--- src/rtl/wxdma_pkg.sv ---
package wxdma_pkg;

    localparam int WORD_W  = 32;
    localparam int BYTES   = WORD_W / 8;
    localparam int CSR_AW  = 2;
    localparam int MID_LO  = 8;
    localparam int MID_W   = WORD_W - 16;

    typedef enum logic [1:0] {
        XF_BITREV  = 2'd0,
        XF_BYTEREV = 2'd1,
        XF_MIXED   = 2'd2,
        XF_PASS    = 2'd3
    } xform_e;

    typedef enum logic [1:0] {
        SQ_IDLE,
        SQ_READ,
        SQ_WRITE,
        SQ_DONE
    } seq_e;

    typedef enum logic [CSR_AW-1:0] {
        CSR_SRC  = 2'd0,
        CSR_DST  = 2'd1,
        CSR_MODE = 2'd2,
        CSR_CTRL = 2'd3
    } csr_e;

    typedef struct packed {
        logic done;
        logic busy;
    } status_t;

    function automatic logic [MID_W-1:0] mid_flip(input logic [MID_W-1:0] v);
        logic [MID_W-1:0] r;
        for (int k = 0; k < MID_W; k++) r[k] = v[MID_W-1-k];
        return r;
    endfunction

endpackage

--- src/rtl/wxdma_xform.sv ---
module wxdma_xform
    import wxdma_pkg::*;
(
    input  xform_e             mode,
    input  logic [WORD_W-1:0]  din,
    output logic [WORD_W-1:0]  dout
);
    logic [WORD_W-1:0] bit_rev;
    logic [WORD_W-1:0] byte_rev;
    logic [WORD_W-1:0] mixed;

    for (genvar i = 0; i < WORD_W; i++) begin : g_bits
        assign bit_rev[i] = din[WORD_W-1-i];
    end

    for (genvar b = 0; b < BYTES; b++) begin : g_bytes
        assign byte_rev[b*8 +: 8] = din[(BYTES-1-b)*8 +: 8];
    end

    assign mixed = {din[7:0], mid_flip(din[MID_LO +: MID_W]), din[WORD_W-1 -: 8]};

    always_comb begin
        unique case (mode)
            XF_BITREV:  dout = bit_rev;
            XF_BYTEREV: dout = byte_rev;
            XF_MIXED:   dout = mixed;
            default:    dout = din;
        endcase
    end
endmodule

--- src/rtl/wxdma_regs.sv ---
module wxdma_regs
    import wxdma_pkg::*;
#(
    parameter int ADDR_W = 32
) (
    input  logic              clk,
    input  logic              rst,
    input  logic [CSR_AW-1:0] s_addr,
    input  logic              s_write,
    input  logic [WORD_W-1:0] s_wdata,
    output logic [WORD_W-1:0] s_rdata,
    input  logic              busy,
    input  logic              fin,
    output logic              start,
    output logic [ADDR_W-1:0] src,
    output logic [ADDR_W-1:0] dst,
    output xform_e            mode,
    output logic              done
);
    logic [ADDR_W-1:0] src_q, dst_q;
    xform_e            mode_q;
    logic              done_q;
    status_t           stat;
    logic              cfg_we;

    assign cfg_we = s_write && !busy;
    assign start  = cfg_we && (csr_e'(s_addr) == CSR_CTRL) && s_wdata[0];

    always_ff @(posedge clk) begin
        if (rst) begin
            src_q  <= '0;
            dst_q  <= '0;
            mode_q <= XF_BITREV;
            done_q <= 1'b0;
        end else begin
            if (cfg_we) begin
                unique case (csr_e'(s_addr))
                    CSR_SRC:  src_q  <= s_wdata[ADDR_W-1:0];
                    CSR_DST:  dst_q  <= s_wdata[ADDR_W-1:0];
                    CSR_MODE: mode_q <= xform_e'(s_wdata[1:0]);
                    default:  ;
                endcase
            end
            if (start)    done_q <= 1'b0;
            else if (fin) done_q <= 1'b1;
        end
    end

    assign stat = '{done: done_q, busy: busy};

    always_comb begin
        unique case (csr_e'(s_addr))
            CSR_SRC:  s_rdata = WORD_W'(src_q);
            CSR_DST:  s_rdata = WORD_W'(dst_q);
            CSR_MODE: s_rdata = WORD_W'(mode_q);
            default:  s_rdata = WORD_W'(stat);
        endcase
    end

    assign src  = src_q;
    assign dst  = dst_q;
    assign mode = mode_q;
    assign done = done_q;

    assert_cfg_locked_R11: assert property (@(posedge clk) disable iff (rst)
        (busy && s_write) |=> ($stable(src_q) && $stable(dst_q) && $stable(mode_q)));
endmodule

--- src/rtl/wxdma_seq.sv ---
module wxdma_seq
    import wxdma_pkg::*;
#(
    parameter int ADDR_W = 32
) (
    input  logic              clk,
    input  logic              rst,
    input  logic              start,
    input  logic [ADDR_W-1:0] src,
    input  logic [ADDR_W-1:0] dst,
    input  logic [WORD_W-1:0] xf_word,
    input  logic              m_waitreq,
    output logic              m_read,
    output logic              m_write,
    output logic [ADDR_W-1:0] m_addr,
    output logic [WORD_W-1:0] m_wdata,
    output logic              busy,
    output logic              fin
);
    seq_e              state_q;
    logic [WORD_W-1:0] wd_q;

    always_ff @(posedge clk) begin
        if (rst) begin
            state_q <= SQ_IDLE;
            wd_q    <= '0;
        end else begin
            unique case (state_q)
                SQ_IDLE:  if (start) state_q <= SQ_READ;
                SQ_READ:  if (!m_waitreq) begin
                              wd_q    <= xf_word;
                              state_q <= SQ_WRITE;
                          end
                SQ_WRITE: if (!m_waitreq) state_q <= SQ_DONE;
                default:  state_q <= SQ_IDLE;
            endcase
        end
    end

    assign m_read  = (state_q == SQ_READ);
    assign m_write = (state_q == SQ_WRITE);
    assign m_addr  = m_read ? src : (m_write ? dst : '0);
    assign m_wdata = wd_q;
    assign busy    = (state_q != SQ_IDLE);
    assign fin     = (state_q == SQ_DONE);

    assert_read_held_R3: assert property (@(posedge clk) disable iff (rst)
        (m_read && m_waitreq) |=> (m_read && $stable(m_addr)));

    assert_write_held_R5: assert property (@(posedge clk) disable iff (rst)
        (m_write && m_waitreq) |=> (m_write && $stable(m_addr) && $stable(m_wdata)));

    assert_one_request_R12: assert property (@(posedge clk) disable iff (rst)
        !(m_read && m_write));
endmodule

--- src/rtl/wxdma_top.sv ---
module wxdma_top
    import wxdma_pkg::*;
#(
    parameter int ADDR_W = 32
) (
    input  logic              clk,
    input  logic              rst,
    input  logic [1:0]        s_addr,
    input  logic              s_write,
    input  logic [31:0]       s_wdata,
    output logic [31:0]       s_rdata,
    output logic [ADDR_W-1:0] m_addr,
    output logic              m_read,
    output logic              m_write,
    output logic [31:0]       m_wdata,
    output logic [3:0]        m_byteen,
    input  logic [31:0]       m_rdata,
    input  logic              m_waitreq
);
    logic              start, busy, fin, done;
    logic [ADDR_W-1:0] src, dst;
    xform_e            mode;
    logic [WORD_W-1:0] xf_word;

    wxdma_regs #(.ADDR_W(ADDR_W)) u_regs (
        .clk(clk), .rst(rst), .s_addr(s_addr), .s_write(s_write),
        .s_wdata(s_wdata), .s_rdata(s_rdata), .busy(busy), .fin(fin),
        .start(start), .src(src), .dst(dst), .mode(mode), .done(done)
    );

    wxdma_xform u_xform (.mode(mode), .din(m_rdata), .dout(xf_word));

    wxdma_seq #(.ADDR_W(ADDR_W)) u_seq (
        .clk(clk), .rst(rst), .start(start), .src(src), .dst(dst),
        .xf_word(xf_word), .m_waitreq(m_waitreq), .m_read(m_read),
        .m_write(m_write), .m_addr(m_addr), .m_wdata(m_wdata),
        .busy(busy), .fin(fin)
    );

    assign m_byteen = {BYTES{1'b1}};

    assert_done_follows_R10: assert property (@(posedge clk) disable iff (rst)
        (m_write && !m_waitreq) |=> ##1 (done && !m_read && !m_write));

    assert_start_clears_R10: assert property (@(posedge clk) disable iff (rst)
        (start) |=> (!done && m_read));
endmodule

--- config.mk ---
export PLATFORM = sky130hd
export DESIGN_NAME = wxdma_top
export DESIGN_NICKNAME = d
export VERILOG_FILES = /design/src/rtl/wxdma_pkg.sv /design/src/rtl/wxdma_xform.sv /design/src/rtl/wxdma_regs.sv /design/src/rtl/wxdma_seq.sv /design/src/rtl/wxdma_top.sv
export SDC_FILE = /design/constraint.sdc
export NUM_CORES = 1
export LEC_CHECK = 0
export BUFFER_PORTS_ARGS = -buffer_cell sky130_fd_sc_hd__buf_2
export CAP_MARGIN = 20
export CORE_UTILIZATION = 47
export CTS_CLUSTER_DIAMETER = 60
export DETAILED_ROUTE_END_ITERATION = 12
export PLACE_DENSITY = 0.87
export SKIP_CTS_REPAIR_TIMING = 1
export SYNTH_ARGS = -nofsm -noshare
export SYNTH_HDL_FRONTEND = slang
export SYNTH_SLANG_ARGS = --single-unit
--- constraint.sdc ---
create_clock -name clk -period 1.4 [get_ports clk]
set_input_delay 0.14 -clock clk [delete_from_list [all_inputs] [get_ports clk]]
set_output_delay 0.14 -clock clk [all_outputs]
set_load 0.01 [all_outputs]
# == Yosys cells after proc, flatten, opt, wreduce, memory -nomap -nowiden ==
# Cells that the tools add are included.
# word_totals
regBits,101
latch_bits,0
ram_bits,0
mem_bits_ro,0
memories,0
# op_classes
addsub,0
multipliers,0
div_mod_pow,0
order_cmp,0
eq_ne,11
n_shift,0
n_mux,8
n_bitwise,1
n_reduce_logical,14
# ops
cell,count
$pmux W32 S3,2
$mux W32,2
$eq A2 B2 Y1 const B,5
$reduce_and A2 Y1,4
$eq A2 B1 Y1 const B,3
$logic_not A2 Y1,3
$mux W2,3
$ne A2 B2 Y1 const B,3
$pmux W2 S3,1
$logic_and A1 B1 Y1,3
$reduce_and A3 Y1,1
$reduce_bool A2 Y1,1
$reduce_or A2 Y1,1
$logic_not A1 Y1,1
$not A1 Y1,1

# == Longest topological paths before layout ==
# depth
ltp_word,7
mapped_depth,8

# == Cells and area by module ==
# Synthesis repeated with hierarchy kept, for this count alone.
# hier_totals
hier_cells,709
hier_area_um2,5992.0
# by_module_without_submodules
mod,instances,cells_each,area_per_inst_um2,seq_area_each_um2
wxdma_regs,1,329,3314.4,1341.3
wxdma_seq,1,268,1741.7,680.7
wxdma_xform,1,107,902.1,0.0
wxdma_top,1,5,33.8,0.0

# == Worst setup path after synthesis ==
# Ideal clock, no wire load.
# synth_path
kind,register -> output
startpoint,reg u_seq.state_q[0]
endpoint,out m_addr[10]
t_arrival_ns,1.443
path_slack_ns,-0.183
path_stages_with_launch,7
path_buffers,2
cell_sequence,dfxtp_1 -> inv_1 -> ha_1 -> clkbuf_1 -> clkbuf_1 -> nand2_1 -> o21ai_0
# synth_via
elab_chain_len,3
elab_cells_between_ends,4
# synth_lines
element,line_no,rtl
start: declaration,wxdma_seq.sv:20,seq_e state_q;
start signal: assignment,wxdma_seq.sv:25,state_q <= SQ_IDLE;
start signal: assignment,wxdma_seq.sv:29,SQ_IDLE: if (start) state_q <= SQ_READ;
start signal: assignment,wxdma_seq.sv:32,state_q <= SQ_WRITE;
$eq A2 B2 Y1,wxdma_seq.sv:41,assign m_write = (state_q == SQ_WRITE);
named net m_write,wxdma_top.sv:14,"output logic m_write,"
$mux W32 (2 in series),wxdma_seq.sv:42,assign m_addr = m_read ? src : (m_write ? dst : '0);
end: declaration,wxdma_top.sv:12,"output logic [ADDR_W-1:0] m_addr,"
# The timed path passes the listed nets, and every way through them passes these cells.

# == Worst setup path after layout ==
# layout_path
startpoint,reg u_seq.state_q[0]
endpoint,out s_rdata[0]
# layout_via
elab_chain_len,2
# layout_lines
element,line_no,rtl
$reduce_bool A2 Y1,wxdma_seq.sv:44,assign busy = (state_q != SQ_IDLE);
$pmux W32 S3,wxdma_regs.sv:52,unique case (csr_e'(s_addr))
end: declaration,wxdma_top.sv:11,"output logic [31:0] s_rdata,"
# No other way between the ends.

==> results.md <==
* Residual DRC count at 0
* Slew Viols, Final at 0
* Share of cells above drive strength 1 at 36.4%
* Beginning of the critical path: u_seq.state_q[0]$_SDFFE_PP0P_
* Final Hold Violating Endpoints at 0
* Sequential area share after synthesis at 36.9%
* Core Area at 11400 um^2
* Initial Utilization at 48.2%
* Final WS setup at -325 ps
* Post-synthesis cell area at 5480 um^2
* Ranking of synthesized cells by area: dfxtp_1 37%, mux2i_1 15%, nand2_1 14%
* Register area at 2030 um^2
* Seq pwr share at 36.9%
* Worst Path Arrival at 1580 ps
* Final RePlAce weighted congestion at 0.811
* DR vias at 5591
* DRT iter0 DRCs at 395
* Crit-path max FO at 6
* Critical path capture point type: output port
* Slack of the worst reg-to-reg path at -160 ps
* Cts bufs inserted at 9
* WL met1 at 6.80 mm
* Main synth FF type: dfxtp_1
* First-pass GRT wire length at 21.1 mm
* Max cap viols at 0
* Total leakage power at 3.21 nW
* Antenna violations before repair at 0
* CTS Buffer Depth at 2
* I/O Buffers at 167
* Setup TNS at -12710 ps
* FF-to-FF path depth at 8
* Min cycle time layout at 1720 ps
* RSZ-0062 raised after global routing: true
* Power consumption at 9.26 mW
* Die area at 12100 um^2
* Crit path capture: s_rdata[0]
* Combinational share of power at 38.4%
* Share of the synthesized area in the top cell type at 36.9%
* Nets at 937
* Fillers at 919
* Drt pass-1 iters at 5
* EDFF count, synth at 0
* Fraction of registers with async set/reset at 0%
* H-tree level count at 3
* Cells after synthesis at 711
* Width of the die at 110 um
* Synth Register Bits at 101
* Sw Ratio at 34.8%
* Hold Slack at 42.6 ps
* P_int at 6.04 mW
* CP required at 1260 ps
* CP Class: reg2out
* Drt wl/cell at 16.0 um
* Via density at 5.54
* Mapped Avg Cell Area at 7.70 um^2
* Met2 wire len at 8.02 mm
* Cell taking the most area after synthesis: dfxtp_1
* VDD IR max at 0.774 mV
* Finish-stage setup viols at 77
* Final Cycle Share at 123%
* Vias in the first global route at 4508
* Failing checks: setup timing
* Placed Area at 6490 um^2
* Worst r2r src: u_seq.state_q[0]$_SDFFE_PP0P_
* Row count at 39
* Synth Warn # at 0
* Pwr Density at 1240 nW/um^2
* Root Buffer: clkbuf_16
* Clk sinks at 101
* DRT Wirelength at 16.1 mm
* Library cells used by synthesis at 32
* Hold Path Class: in2reg
* P&R area growth vs syn at 35.8%
* Uppermost layer routed: met4
* Dpl hpwl at 9.44 mm
* Final instance area at 7440 um^2
* Clk_lat worst skew at 340 ps
* Outcome: complete, but fails checks
* Total track usage at 22.1%
* Area of the multi-input gates at 3430 um^2
* CP Launch Type: flip-flop
* Reg2reg end: u_regs.dst[15]$_SDFFE_PP0P_
* Grt ovf at 0
* Largest net degree at the start of global routing at 49
* Num ports at 172
* Fmax at 580 MHz
* Final ANT Viol Nets at 0
* Worst clock skew at 8.25 ps
* Clk pwr share at 24.7%
* CTS clk-pin slew, worst paths at 70 ps
* Metal3 WL at 912 um
* DIE HEIGHT at 110 um
* Sw Pwr at 3.22 mW
* CTS tree: built
## power by group through the flow
| stage | sequential [mW] | clock (mW) | combinational [mW] |
|---|---|---|---|
| finish | 3.42 | 2.29 | 3.55 |
| global route | 3.45 | 2.44 | 3.80 |
| CTS | 3.38 | 2.33 | 2.59 |
| detailed placement | 3.44 | 0 | 2.59 |
| global placement | 3.43 | 0 | 2.52 |
| floorplan | 3.49 | 0 | 1.70 |
## cell type report
type	instances	share of cell area, %
flip-flops and latches	101	27.3
inverters	3	0.219
diodes	1	0.0336
well taps	143	2.40
clock inverters	3	0.336
clock buffers	10	3.21
multi-input cells	541	46.1
repair buffers	207	20.4
## how the worst min path moves through the flow
stage | start | end | slack (ps) | cells after the start
2_1_floorplan | s_write | u_regs.done$_SDFFE_PP0N_ | 260 | 1
3_3_place_gp | s_wdata[9] | u_regs.dst[9]$_SDFFE_PP0P_ | 390 | 3
3_5_place_dp | s_wdata[9] | u_regs.dst[9]$_SDFFE_PP0P_ | 400 | 3
4_1_cts | s_wdata[16] | u_regs.dst[16]$_SDFFE_PP0P_ | 30 | 3
5_1_grt | s_wdata[13] | u_regs.dst[13]$_SDFFE_PP0P_ | 40 | 3
6_report | s_wdata[18] | u_regs.dst[18]$_SDFFE_PP0P_ | 40 | 3
## critical path: stages (launching register included)
cell and delay, ps:
dfxtp_4 370, inv_4 80, ha_4 160, inv_2 30, mux4_2 470, buf_6 140
## state kept, by name, indices dropped and copies added, names as in the netlist
register and cells:
u_regs.done 1, u_seq.m_wdata 32, u_regs.dst 32, u_seq.state_q 2, u_regs.mode 2, u_regs.src 32
## cells by family (layout without fill, tap and decap cells)
logic type	after synthesis	after routing	share of synthesized area, %
DFF	101	101	36.9
and+or+nand+nor	285	285	20.4
buffers and inverters	72	223	6.81
muxes	99	99	18.9
other	1	5	0.0685
AOI/OAI and AO/OA	149	149	16.0
adders and majority gates	4	4	0.914
## synthesized netlist by cell type (all sizes together), types with 3 or more instances
| library cell | n |
|---|---|
| ha | 4 |
| nand2b | 3 |
| a21oi | 81 |
| clkbuf | 40 |
| inv | 3 |
| a211o | 16 |
| a211oi | 16 |
| nand2 | 208 |
| nor2 | 66 |
| buf | 29 |
| mux2 | 16 |
| dfxtp | 101 |
| o21ai | 33 |
| mux2i | 81 |
## metrics by stage
| step | utilization, % | worst slack, ps | instances |
|---|---|---|---|
| after global placement | 57.1 | -21.1 | 978 |
| after CTS | 59.4 | -409 | 991 |
| final | 65.4 | -325 | 1009 |
| after detailed placement | 57.1 | -37.6 | 978 |
| after floorplan | - | -11.1 | 714 |
| after global routing | 65.4 | -370 | 1008 |
## cell usage in the layout (no fill, tap or decap), types with 2 or more instances in the layout
master     count
nand2_1      188
buf_2        161
dfxtp_1       97
mux2i_1       81
nor2_1        65
a21oi_1       58
a21oi_2       23
o21ai_1       21
clkbuf_16     17
mux2_2        16
a211o_1       16
buf_12        14
buf_4         13
nand2_4       12
o21ai_2       11
a211oi_1       9
buf_6          9
nand2_2        8
a211oi_2       7
conb_1         4
ha_4           3
dfxtp_4        3
mux4_2         2
inv_4          2
nand4b_1       2
nand2b_1       2
clkinv_4       2
buf_8          2
## routing by layer
layer | global-route usage, % | vias to the layer above
li1 | - | 2694
met4 | 10.5 | 0
met5 | 0 | -
met2 | 36.8 | 211
met1 | 27.8 | 2650
met3 | 3.50 | 36
Power figures use the tool's default switching activity.
